[config.mk]
export PLATFORM = sky130hd
export DESIGN_NAME = wrbuf_merge
export DESIGN_NICKNAME = d
export VERILOG_FILES = /design/src/rtl/wrbuf_pkg.sv /design/src/rtl/wrbuf_cam.sv /design/src/rtl/wrbuf_seq.sv /design/src/rtl/wrbuf_merge.sv
export SDC_FILE = /design/constraint.sdc
export NUM_CORES = 1
export LEC_CHECK = 0
export CAP_MARGIN = 20
export CORE_MARGIN = 3
export CORE_UTILIZATION = 30
export CTS_CLUSTER_DIAMETER = 200
export DETAILED_ROUTE_END_ITERATION = 7
export SLEW_MARGIN = 40
export SYNTH_ARGS = -nofsm -noshare
export SYNTH_HDL_FRONTEND = slang
export SYNTH_SLANG_ARGS = --single-unit
[constraint.sdc]
create_clock -name clk -period 6 [get_ports clk]
set_input_delay 0.6 -clock clk [delete_from_list [all_inputs] [get_ports clk]]
set_output_delay 0.6 -clock clk [all_outputs]
set_load 0.1 [all_outputs]
[src/rtl/wrbuf_pkg.sv]
package wrbuf_pkg;
    // Who owns the memory channel this cycle.
    typedef enum logic [1:0] {
        ST_IDLE  = 2'd0,
        ST_DRAIN = 2'd1,
        ST_READ  = 2'd2
    } chan_st_e;
endpackage

[src/rtl/wrbuf_cam.sv]
module wrbuf_cam #(
    parameter int DEPTH = 4,
    parameter int AW    = 4,
    localparam int IW   = (DEPTH > 1) ? $clog2(DEPTH) : 1
) (
    input  logic [AW-1:0]             key,
    input  logic [DEPTH-1:0]          live,
    input  logic [DEPTH-1:0]          skip,
    input  logic [DEPTH-1:0][AW-1:0]  tags,
    output logic                      hit,
    output logic [IW-1:0]             idx
);
    logic [DEPTH-1:0] match;

    for (genvar g = 0; g < DEPTH; g++) begin : g_cmp
        assign match[g] = live[g] && !skip[g] && (tags[g] == key);
    end

    always_comb begin
        hit = |match;
        idx = '0;
        for (int i = DEPTH - 1; i >= 0; i--) begin
            if (match[i]) idx = IW'(i);
        end
    end
endmodule

[src/rtl/wrbuf_seq.sv]
module wrbuf_seq
    import wrbuf_pkg::*;
(
    input  logic clk,
    input  logic rst_n,
    input  logic rd_req,
    input  logic rd_clash,
    input  logic pending,
    input  logic wr_ready,
    input  logic rd_ready_mem,
    output chan_st_e st,
    output logic wr_offer,
    output logic rd_offer,
    output logic pop,
    output logic rd_done
);
    chan_st_e nxt;
    logic     finish;
    logic     rd_want;

    always_ff @(posedge clk) begin
        if (!rst_n) st <= ST_IDLE;
        else        st <= nxt;
    end

    always_comb begin
        finish  = (st == ST_IDLE) || (st == ST_DRAIN && wr_ready) || (st == ST_READ && rd_ready_mem);
        rd_want = rd_req && (st != ST_READ);
        nxt     = st;
        if (finish) begin
            if (rd_want && !rd_clash) nxt = ST_READ;    // go_read
            else if (pending)         nxt = ST_DRAIN;   // go_drain
            else                      nxt = ST_IDLE;    // go_idle
        end
    end

    always_comb begin
        wr_offer = 1'b0;
        rd_offer = 1'b0;
        pop      = 1'b0;
        rd_done  = 1'b0;
        unique case (st)
            ST_IDLE:  ;
            ST_DRAIN: begin
                wr_offer = 1'b1;
                pop      = wr_ready;
            end
            ST_READ: begin
                rd_offer = 1'b1;
                rd_done  = rd_ready_mem;
            end
            default:  ;
        endcase
    end

    // one offer at a time, read held until taken
    p_one_offer_r9: assert property (@(posedge clk) disable iff (!rst_n)
        !(wr_offer && rd_offer));
    p_rd_hold_r9: assert property (@(posedge clk) disable iff (!rst_n)
        rd_offer && !rd_ready_mem |=> rd_offer);
endmodule

[src/rtl/wrbuf_merge.sv]
module wrbuf_merge
    import wrbuf_pkg::*;
#(
    parameter int DEPTH  = 4,
    parameter int AW     = 4,
    parameter int NBYTES = 4,
    localparam int DW    = 8 * NBYTES
) (
    input  logic              clk,
    input  logic              rst_n,
    input  logic              cpu_wr_valid,
    input  logic [AW-1:0]     cpu_wr_addr,
    input  logic [DW-1:0]     cpu_wr_data,
    input  logic [NBYTES-1:0] cpu_wr_be,
    output logic              cpu_stall,
    input  logic              rd_valid,
    input  logic [AW-1:0]     rd_addr,
    output logic              rd_grant,
    output logic              mem_wr_valid,
    input  logic              mem_wr_ready,
    output logic [AW-1:0]     mem_wr_addr,
    output logic [DW-1:0]     mem_wr_data,
    output logic [NBYTES-1:0] mem_wr_be,
    output logic              mem_rd_valid,
    input  logic              mem_rd_ready,
    output logic [AW-1:0]     mem_rd_addr
);
    localparam int IW = (DEPTH > 1) ? $clog2(DEPTH) : 1;
    localparam int CW = $clog2(DEPTH + 1);

    logic [DEPTH-1:0][AW-1:0]     tags;
    logic [DEPTH-1:0][DW-1:0]     dat;
    logic [DEPTH-1:0][NBYTES-1:0] ben;
    logic [DEPTH-1:0]             live;
    logic [IW-1:0]                head, tail;
    logic [CW-1:0]                count, count_nxt;

    chan_st_e         st;
    logic             wr_offer, rd_offer, pop, rd_done;
    logic [DEPTH-1:0] head_oh, m_skip, r_skip;
    logic             m_hit, r_hit, full, wr_take, do_merge, do_alloc, rd_clash, pending;
    logic [IW-1:0]    m_idx, r_idx;

    function automatic logic [IW-1:0] bump(input logic [IW-1:0] p);
        return (p == IW'(DEPTH - 1)) ? '0 : p + 1'b1;
    endfunction

    assign head_oh = DEPTH'(1) << head;
    assign m_skip  = (st == ST_DRAIN) ? head_oh : '0;   // never touch the entry in flight
    assign r_skip  = pop ? head_oh : '0;                // leaving this cycle

    wrbuf_cam #(.DEPTH(DEPTH), .AW(AW)) u_merge_cam (
        .key(cpu_wr_addr), .live(live), .skip(m_skip), .tags(tags), .hit(m_hit), .idx(m_idx)
    );

    wrbuf_cam #(.DEPTH(DEPTH), .AW(AW)) u_read_cam (
        .key(rd_addr), .live(live), .skip(r_skip), .tags(tags), .hit(r_hit), .idx(r_idx)
    );

    assign full      = (count == CW'(DEPTH));
    assign cpu_stall = cpu_wr_valid && !m_hit && full;
    assign wr_take   = cpu_wr_valid && !cpu_stall;
    assign do_merge  = wr_take && m_hit;
    assign do_alloc  = wr_take && !m_hit;
    assign rd_clash  = r_hit || (wr_take && (cpu_wr_addr == rd_addr));
    assign count_nxt = count + CW'(do_alloc) - CW'(pop);
    assign pending   = (count_nxt != '0);

    wrbuf_seq u_seq (
        .clk(clk), .rst_n(rst_n), .rd_req(rd_valid), .rd_clash(rd_clash), .pending(pending),
        .wr_ready(mem_wr_ready), .rd_ready_mem(mem_rd_ready), .st(st),
        .wr_offer(wr_offer), .rd_offer(rd_offer), .pop(pop), .rd_done(rd_done)
    );

    always_ff @(posedge clk) begin
        if (!rst_n) begin
            live  <= '0;
            head  <= '0;
            tail  <= '0;
            count <= '0;
        end else begin
            count <= count_nxt;
            if (do_alloc) begin
                live[tail] <= 1'b1;
                tail       <= bump(tail);
            end
            if (pop) begin
                live[head] <= 1'b0;
                head       <= bump(head);
            end
        end
    end

    always_ff @(posedge clk) begin
        if (do_alloc) begin
            tags[tail] <= cpu_wr_addr;
            dat[tail]  <= cpu_wr_data;
            ben[tail]  <= cpu_wr_be;
        end
        if (do_merge) begin
            for (int b = 0; b < NBYTES; b++) begin
                if (cpu_wr_be[b]) dat[m_idx][8*b +: 8] <= cpu_wr_data[8*b +: 8];
            end
            ben[m_idx] <= ben[m_idx] | cpu_wr_be;
        end
    end

    assign mem_wr_valid = wr_offer;
    assign mem_wr_addr  = tags[head];
    assign mem_wr_data  = dat[head];
    assign mem_wr_be    = ben[head];
    assign mem_rd_valid = rd_offer;
    assign mem_rd_addr  = rd_addr;
    assign rd_grant     = rd_done;

    p_count_cap_r1: assert property (@(posedge clk) disable iff (!rst_n)
        count <= CW'(DEPTH));
    p_stall_full_r2: assert property (@(posedge clk) disable iff (!rst_n)
        cpu_stall |-> (count == CW'(DEPTH)));
    p_stall_hold_r2: assert property (@(posedge clk) disable iff (!rst_n)
        cpu_stall && !(mem_wr_valid && mem_wr_ready) |=> (count == CW'(DEPTH)));
    p_merge_no_grow_r3: assert property (@(posedge clk) disable iff (!rst_n)
        wr_take && m_hit && !pop |=> (count == $past(count)));
    p_free_on_accept_r4: assert property (@(posedge clk) disable iff (!rst_n)
        !(mem_wr_valid && mem_wr_ready) |=> (count >= $past(count)));
    p_wr_stable_r5: assert property (@(posedge clk) disable iff (!rst_n)
        mem_wr_valid && !mem_wr_ready |=> mem_wr_valid && $stable(mem_wr_addr)
            && $stable(mem_wr_data) && $stable(mem_wr_be));
    p_rd_clean_r6: assert property (@(posedge clk) disable iff (!rst_n)
        $rose(mem_rd_valid) |-> !r_hit);
endmodule

* Yosys cells after proc, flatten, opt, wreduce, memory -nomap -nowiden
Cells that the tools add are included.
** Word-level totals
- Register bits after elaboration :: 173
- Output and inout bits :: 48
- Logic and storage cells :: 156
- Input port bits :: 50
** Cells by class
- Magnitude comparators :: 6
- Shift-type cells :: 1
- Multiplexer cells :: 62
- Equality and inequality tests :: 15
- Bitwise operators :: 4
- Reduce and logical (&&, ||, !) cells :: 47
- $add $sub $neg :: 4
** Operators with widths (count)
- 2-to-1 mux 128 bit :: 9
- bitwise mux 128 bit :: 5
- demux 32 bit (select 2 bit) :: 5
- 2-to-1 mux 32 bit :: 3
- binary-select mux 32 bit (select 2 bit) :: 1
- bitwise mux 16 bit :: 3
- 2-to-1 mux 16 bit :: 3
- 2-to-1 mux 4 bit :: 10
- equality test 4 bit :: 9
- logical AND 1 bit :: 29
- binary-select mux 4 bit (select 2 bit) :: 3
- 2-to-1 mux 24 bit :: 1
- demux 4 bit (select 2 bit) :: 2
- 2-to-1 mux 2 bit :: 7
- zero test 1 bit :: 11
- < comparator 2 x 3 -> 1 bit, second input constant :: 3
- 2-to-1 mux 8 bit :: 1
- bitwise OR 4 bit :: 2
- OR reduction 4 bit :: 2
- 2-to-1 mux 1 bit :: 7
- equality test 2 bit, second input constant :: 3
- >= comparator 2 x 1 -> 1 bit, second input constant :: 3
- adder 2 x 1 -> 2 bit, second input constant :: 2
- bitwise AND 4 bit :: 1
- 11 further kinds :: 14

* Depth between registers and ports, before layout
- Word-level depth :: 25
- Depth in mapped cells :: 18
- Depth with buffers taken out :: 14

* By module
Synthesis repeated with hierarchy kept, for this count alone.
** Second synthesis, totals
- Cells, all modules :: 610
- Area, all modules :: 8091.5 µm²
** By module, submodules not included
- wrbuf_merge :: cells an instance 518, times used 1, area each 7435.9 µm², sequential area each 3583.4 µm²
- wrbuf_cam :: cells an instance 38, times used 2, area each 259.0 µm², sequential area each 0.0 µm²
- wrbuf_seq :: cells an instance 16, times used 1, area each 137.6 µm², sequential area each 40.0 µm²

* Worst setup path before layout
Ideal clock, no wire load.
- Path kind :: reg2reg
- From :: reg head[1]
- To :: reg u_seq.st[0]
- Stages on the path, launching flop included :: 18
- Data required time :: 5.883 ns
- Library setup time :: 0.117 ns
- Path buffers :: 4
- Clock period less this slack :: 4.102 ns
- Slack :: 1.898 ns
- Data arrival time :: 3.985 ns
- Cell sequence :: dfxtp_1 > clkbuf_1 > clkbuf_1 > clkbuf_1 > inv_1 > ha_1 > a2111oi_2 > and3_1 > buf_6 > nor3b_4 > and2_4 > inv_1 > ha_1 > inv_1 > ha_1 > fa_1 > o311a_1 > a32o_1
** Between the ends
- Longest elaborated chain between the ends :: 17
- Elaborated cells between the ends (all ways) :: 44
- Those cells by class :: add/sub (2); shift (1); mux (4); reduce/logical (37)
** Ends and longest elaborated chain
- start: declaration :: RTL line wrbuf_merge.sv:35 : logic [IW-1:0] head, tail;
- start signal: assignment :: RTL line wrbuf_merge.sv:89 : head <= bump(head);
- left shift 1 x 2 -> 4 bit * :: RTL line wrbuf_merge.sv:48 : assign head_oh = DEPTH'(1) << head;
- 2-to-1 mux 4 bit * :: RTL line wrbuf_merge.sv:49 : assign m_skip = (st == ST_DRAIN) ? head_oh : '0;
- zero test 1 bit :: RTL line wrbuf_cam.sv:16 : assign match[g] = live[g] && !skip[g] && (tags[g] == key);
- logical AND 1 bit (2 in a row) :: RTL line wrbuf_cam.sv:16
- OR reduction 4 bit * :: RTL line wrbuf_cam.sv:20 : hit = |match;
- zero test 1 bit * :: RTL line wrbuf_merge.sv:61, wrbuf_merge.sv:64
- logical AND 1 bit (2 in a row) :: RTL line wrbuf_merge.sv:61 : assign cpu_stall = cpu_wr_valid && !m_hit && full;
- zero test 1 bit :: RTL line wrbuf_merge.sv:62 : assign wr_take = cpu_wr_valid && !cpu_stall;
- logical AND 1 bit :: RTL line wrbuf_merge.sv:62
- logical AND 1 bit * :: RTL line wrbuf_merge.sv:64 : assign do_alloc = wr_take && !m_hit;
- adder 3 x 1 -> 3 bit * :: RTL line wrbuf_merge.sv:66 : assign count_nxt = count + CW'(do_alloc) - CW'(pop);
- subtractor 3 x 1 -> 3 bit * :: RTL line wrbuf_merge.sv:66
- named net count_nxt[1] :: RTL line wrbuf_merge.sv:36 : logic [CW-1:0] count, count_nxt;
- nonzero test 3 bit * :: RTL line wrbuf_merge.sv:67 : assign pending = (count_nxt != '0);
- 2-to-1 mux 1 bit * :: RTL line wrbuf_seq.sv:32 : else if (pending) nxt = ST_DRAIN;
- 2-to-1 mux 2 bit * :: RTL line wrbuf_seq.sv:31 : if (rd_want && !rd_clash) nxt = ST_READ;
- end signal: assignment :: RTL line wrbuf_seq.sv:23 : else st <= nxt;
- end: declaration :: RTL line wrbuf_seq.sv:11 : output chan_st_e st,
Mark *: on every way through the listed nets, which the timed path passes. The rest lies on a longest branch.
A chain may end at the register's enable or synchronous reset.

* Final worst setup path
- From :: in cpu_wr_addr[3]
- To :: reg u_seq.st[0]
** Between the ends
- Longest elaborated chain between the ends :: 14
- Elaborated cells between the ends (all ways) :: 25
- Those cells by class :: add/sub (2); eq/ne (5); mux (2); reduce/logical (16)
** Ends and longest elaborated chain
- start: declaration :: RTL line wrbuf_merge.sv:12 : input logic [AW-1:0] cpu_wr_addr,
- equality test 4 bit :: RTL line wrbuf_cam.sv:16
- logical AND 1 bit :: RTL line wrbuf_cam.sv:16
- OR reduction 4 bit * :: RTL line wrbuf_cam.sv:20
- zero test 1 bit * :: RTL line wrbuf_merge.sv:61, wrbuf_merge.sv:64
- logical AND 1 bit (2 in a row) :: RTL line wrbuf_merge.sv:61
- zero test 1 bit :: RTL line wrbuf_merge.sv:62
- logical AND 1 bit :: RTL line wrbuf_merge.sv:62
- logical AND 1 bit * :: RTL line wrbuf_merge.sv:64
- adder 3 x 1 -> 3 bit * :: RTL line wrbuf_merge.sv:66
- subtractor 3 x 1 -> 3 bit * :: RTL line wrbuf_merge.sv:66
- named net count_nxt[1] :: RTL line wrbuf_merge.sv:36
- nonzero test 3 bit * :: RTL line wrbuf_merge.sv:67
- 2-to-1 mux 1 bit * :: RTL line wrbuf_seq.sv:32
- 2-to-1 mux 2 bit * :: RTL line wrbuf_seq.sv:31
Marks and branches as above.

==> run summary <==
Unrepaired setup endpoints after global routing -> false
Total power -> 5.55 mW
Port bufs -> 97
# hold bufs at CTS -> 0
Synth Warn # -> 0
Largest net degree at the start of global routing -> 44
DRT Pass-1 Iters -> 4
Core Box Area -> 25600 um2
Die Ht -> 169 um
Final ANT Viol Nets -> 0
Clock Skews -> 12.8 ps
Mapped cell area -> 7940 um2
First DRT Iteration DRCs -> 249
CP arrival -> 4410 ps
Vias in the first global route -> 5036
Total Routing Usage GR -> 12.8%
Die area -> 28500 um2
H-tree levels -> 4
Synth Net Count -> 633
Class of the worst hold path -> reg2reg
Clock transition at path regs -> 60 ps
Layout cell share with drive strength beyond 1 -> 42.5%
Pwr dens -> 585 nW/um2
Final worst slack -> 1910 ps
Core Util, Final -> 37.1%
WS Path Type -> in2reg
Max VDD drop -> 0.395 mV
Fmax -> 0.244 GHz
Rows -> 58
Worst hold slack -> 471 ps
Clock sinks -> 173
CTS buffer count -> 17
Reg2reg setup slack -> 1930 ps
Rel. slew slack -> 47.7%
# Max-Cap Violations -> 0
Outcome -> complete, no violations
Fin crit period -> 4090 ps
Mean routed wirelength per cell -> 17.8 um
Ys flop type -> dfxtp_1
Starting Density -> 31.0%
CP Launch Type -> input port
Area growth syn-to-layout -> 19.6%
Longest Clk Path Bufs -> 2
Root Driver -> clkbuf_16
Register area share after synthesis -> 45.6%
Asr flop ratio synth -> 0%
Lkg Pwr -> 3.72 nW
Vias -> 4802
Cell count after synthesis -> 572
Total grt overflow -> 0
Max Slew Vio Count -> 0
Die width -> 169 um
DR vias/cell -> 4.81
#FFs+latches synth -> 173
Post-synth EDFFs -> 16
Worst-Margin Slew -> 778 ps
Antenna violations before repair -> 1
Final RePlAce weighted congestion -> 0.781
Fillers -> 2481
CP Capture Type -> register
Worst skew pair latency -> 430 ps
Total Neg Setup Slack -> 0 ps
Crit Path Max Fanout -> 10
Unique masters post-synth -> 57
DPL Wire Length -> 12200 um
First-pass GRT wire length -> 28300 um
Final Hold Fails -> 0
Drt total wl -> 17700 um
Fin crit share -> 68.2%
Boundary pin count -> 98
Avg Inst Size Synth -> 13.9 um2
Endpoints failing setup -> 0
Setup bufs post-CTS -> 0
Final nets -> 716
Pre-CTS setup slack -> 1460 ps
Post-CTS sizing -> 0
DR DRC count -> 0
CTS tree -> built
Required @ worst endpoint -> 6320 ps
## cell type report
class                           instances  area (um2)  share of cell area [%]
Sequential cell                       173        3630                    38.2
Clock inverter                         14         153                    1.61
Multi-Input combinational cell        348        4050                    42.6
Antenna cell                            1        2.50                  0.0264
Inverter                               16        67.6                   0.711
Clock buffer                           18         439                    4.62
Tap cell                              330         413                    4.35
Timing Repair Buffer                   99         743                    7.83
## synth_stat cells, types with 11 or more instances
master    instances  area [um2]
a31oi_4          16         340
xnor2_1          11        96.3
a21oi_1          16        80.1
mux4_2           40         901
xor2_1           27         236
mux2_2          102        1150
dfxtp_1         157        3140
edfxtp_1         16         480
nand2_1          14        52.6
inv_1            14        52.6
nor2_1           13        48.8
mux2_4           24         360
clkbuf_1         12        45.0
## registers in the layout (all words and copies together) (netlist names)
signal,count
tags,16
live,4
count,3
tail,2
u_seq.st,2
dat,128
ben,16
head,2
## placed cells by master, fill, tap and decap left out, drive strengths merged, types with 5 or more instances in the layout
cell type	count
nor2	14
nand2	16
a21oi	16
xor2	27
dfxtp	157
a32o	5
clkbuf	18
a31oi	18
clkdlybuf4s50	48
xnor2	11
and2	6
ha	10
mux4	40
buf	51
inv	23
o22a	8
mux2	128
edfxtp	16
## kinds of logic (layout without fill, tap and decap cells)
kind of cell | Yosys count | after routing | synth area share [%]
muxes | 168 | 168 | 30.6
adders and majority gates | 11 | 11 | 1.83
buffers and inverters | 51 | 147 | 3.40
xor gates and xnor gates | 38 | 38 | 4.19
DFF | 173 | 173 | 45.6
AOI/OAI and AO/OA | 64 | 64 | 9.08
other | 0 | 1 | 0
and+or+nand+nor | 67 | 67 | 5.25
## path summary, 6_finish.rpt
path,start,to,depth (start not counted)
worst max-delay path,cpu_wr_addr[3],u_seq.st[0]$_SDFFE_PN0P_,13
worst min-delay path,dat[71]$_DFF_P_,dat[71]$_DFF_P_,1
worst max register to register,head[0]$_SDFFE_PN0P_,u_seq.st[0]$_SDFFE_PN0P_,13
worst min register to register,dat[71]$_DFF_P_,dat[71]$_DFF_P_,1
## critical path: stages
cell and delay [ps]:
clkdlybuf4s50_1 640, xor2_1 270, a2111oi_2 340, and3_1 700, nor3b_4 160, and2_4 230
inv_1 60, ha_1 210, inv_1 60, ha_1 160, fa_1 430, o311a_1 340
a32o_1 210
## layer usage
| metal | up-vias | track usage [%] | part of all wire [%] |
|---|---|---|---|
| li1 | 2293 | - | - |
| met3 | 19 | 3.39 | 5.0 |
| met5 | - | 0 | 0.062 |
| met4 | 2 | 3.88 | 1.2 |
| met2 | 92 | 21.3 | 48 |
| met1 | 2396 | 16.4 | 46 |
## per-stage QoR
| stage | cell area, um2 | cells |
|---|---|---|
| after floorplan | 7940 | 572 |
| after global placement | 9140 | 966 |
| after detailed placement | 8900 | 966 |
| after CTS | 9490 | 998 |
| after global routing | 9490 | 998 |
| final | 9500 | 999 |
## power breakdown
group | total (mW) | switching, mW | internal (mW)
sequential | 1.96 | 0.262 | 1.69
combinational | 2.49 | 1.63 | 0.859
clock | 1.11 | 0.505 | 0.600
(Power assumes the default switching activity.)
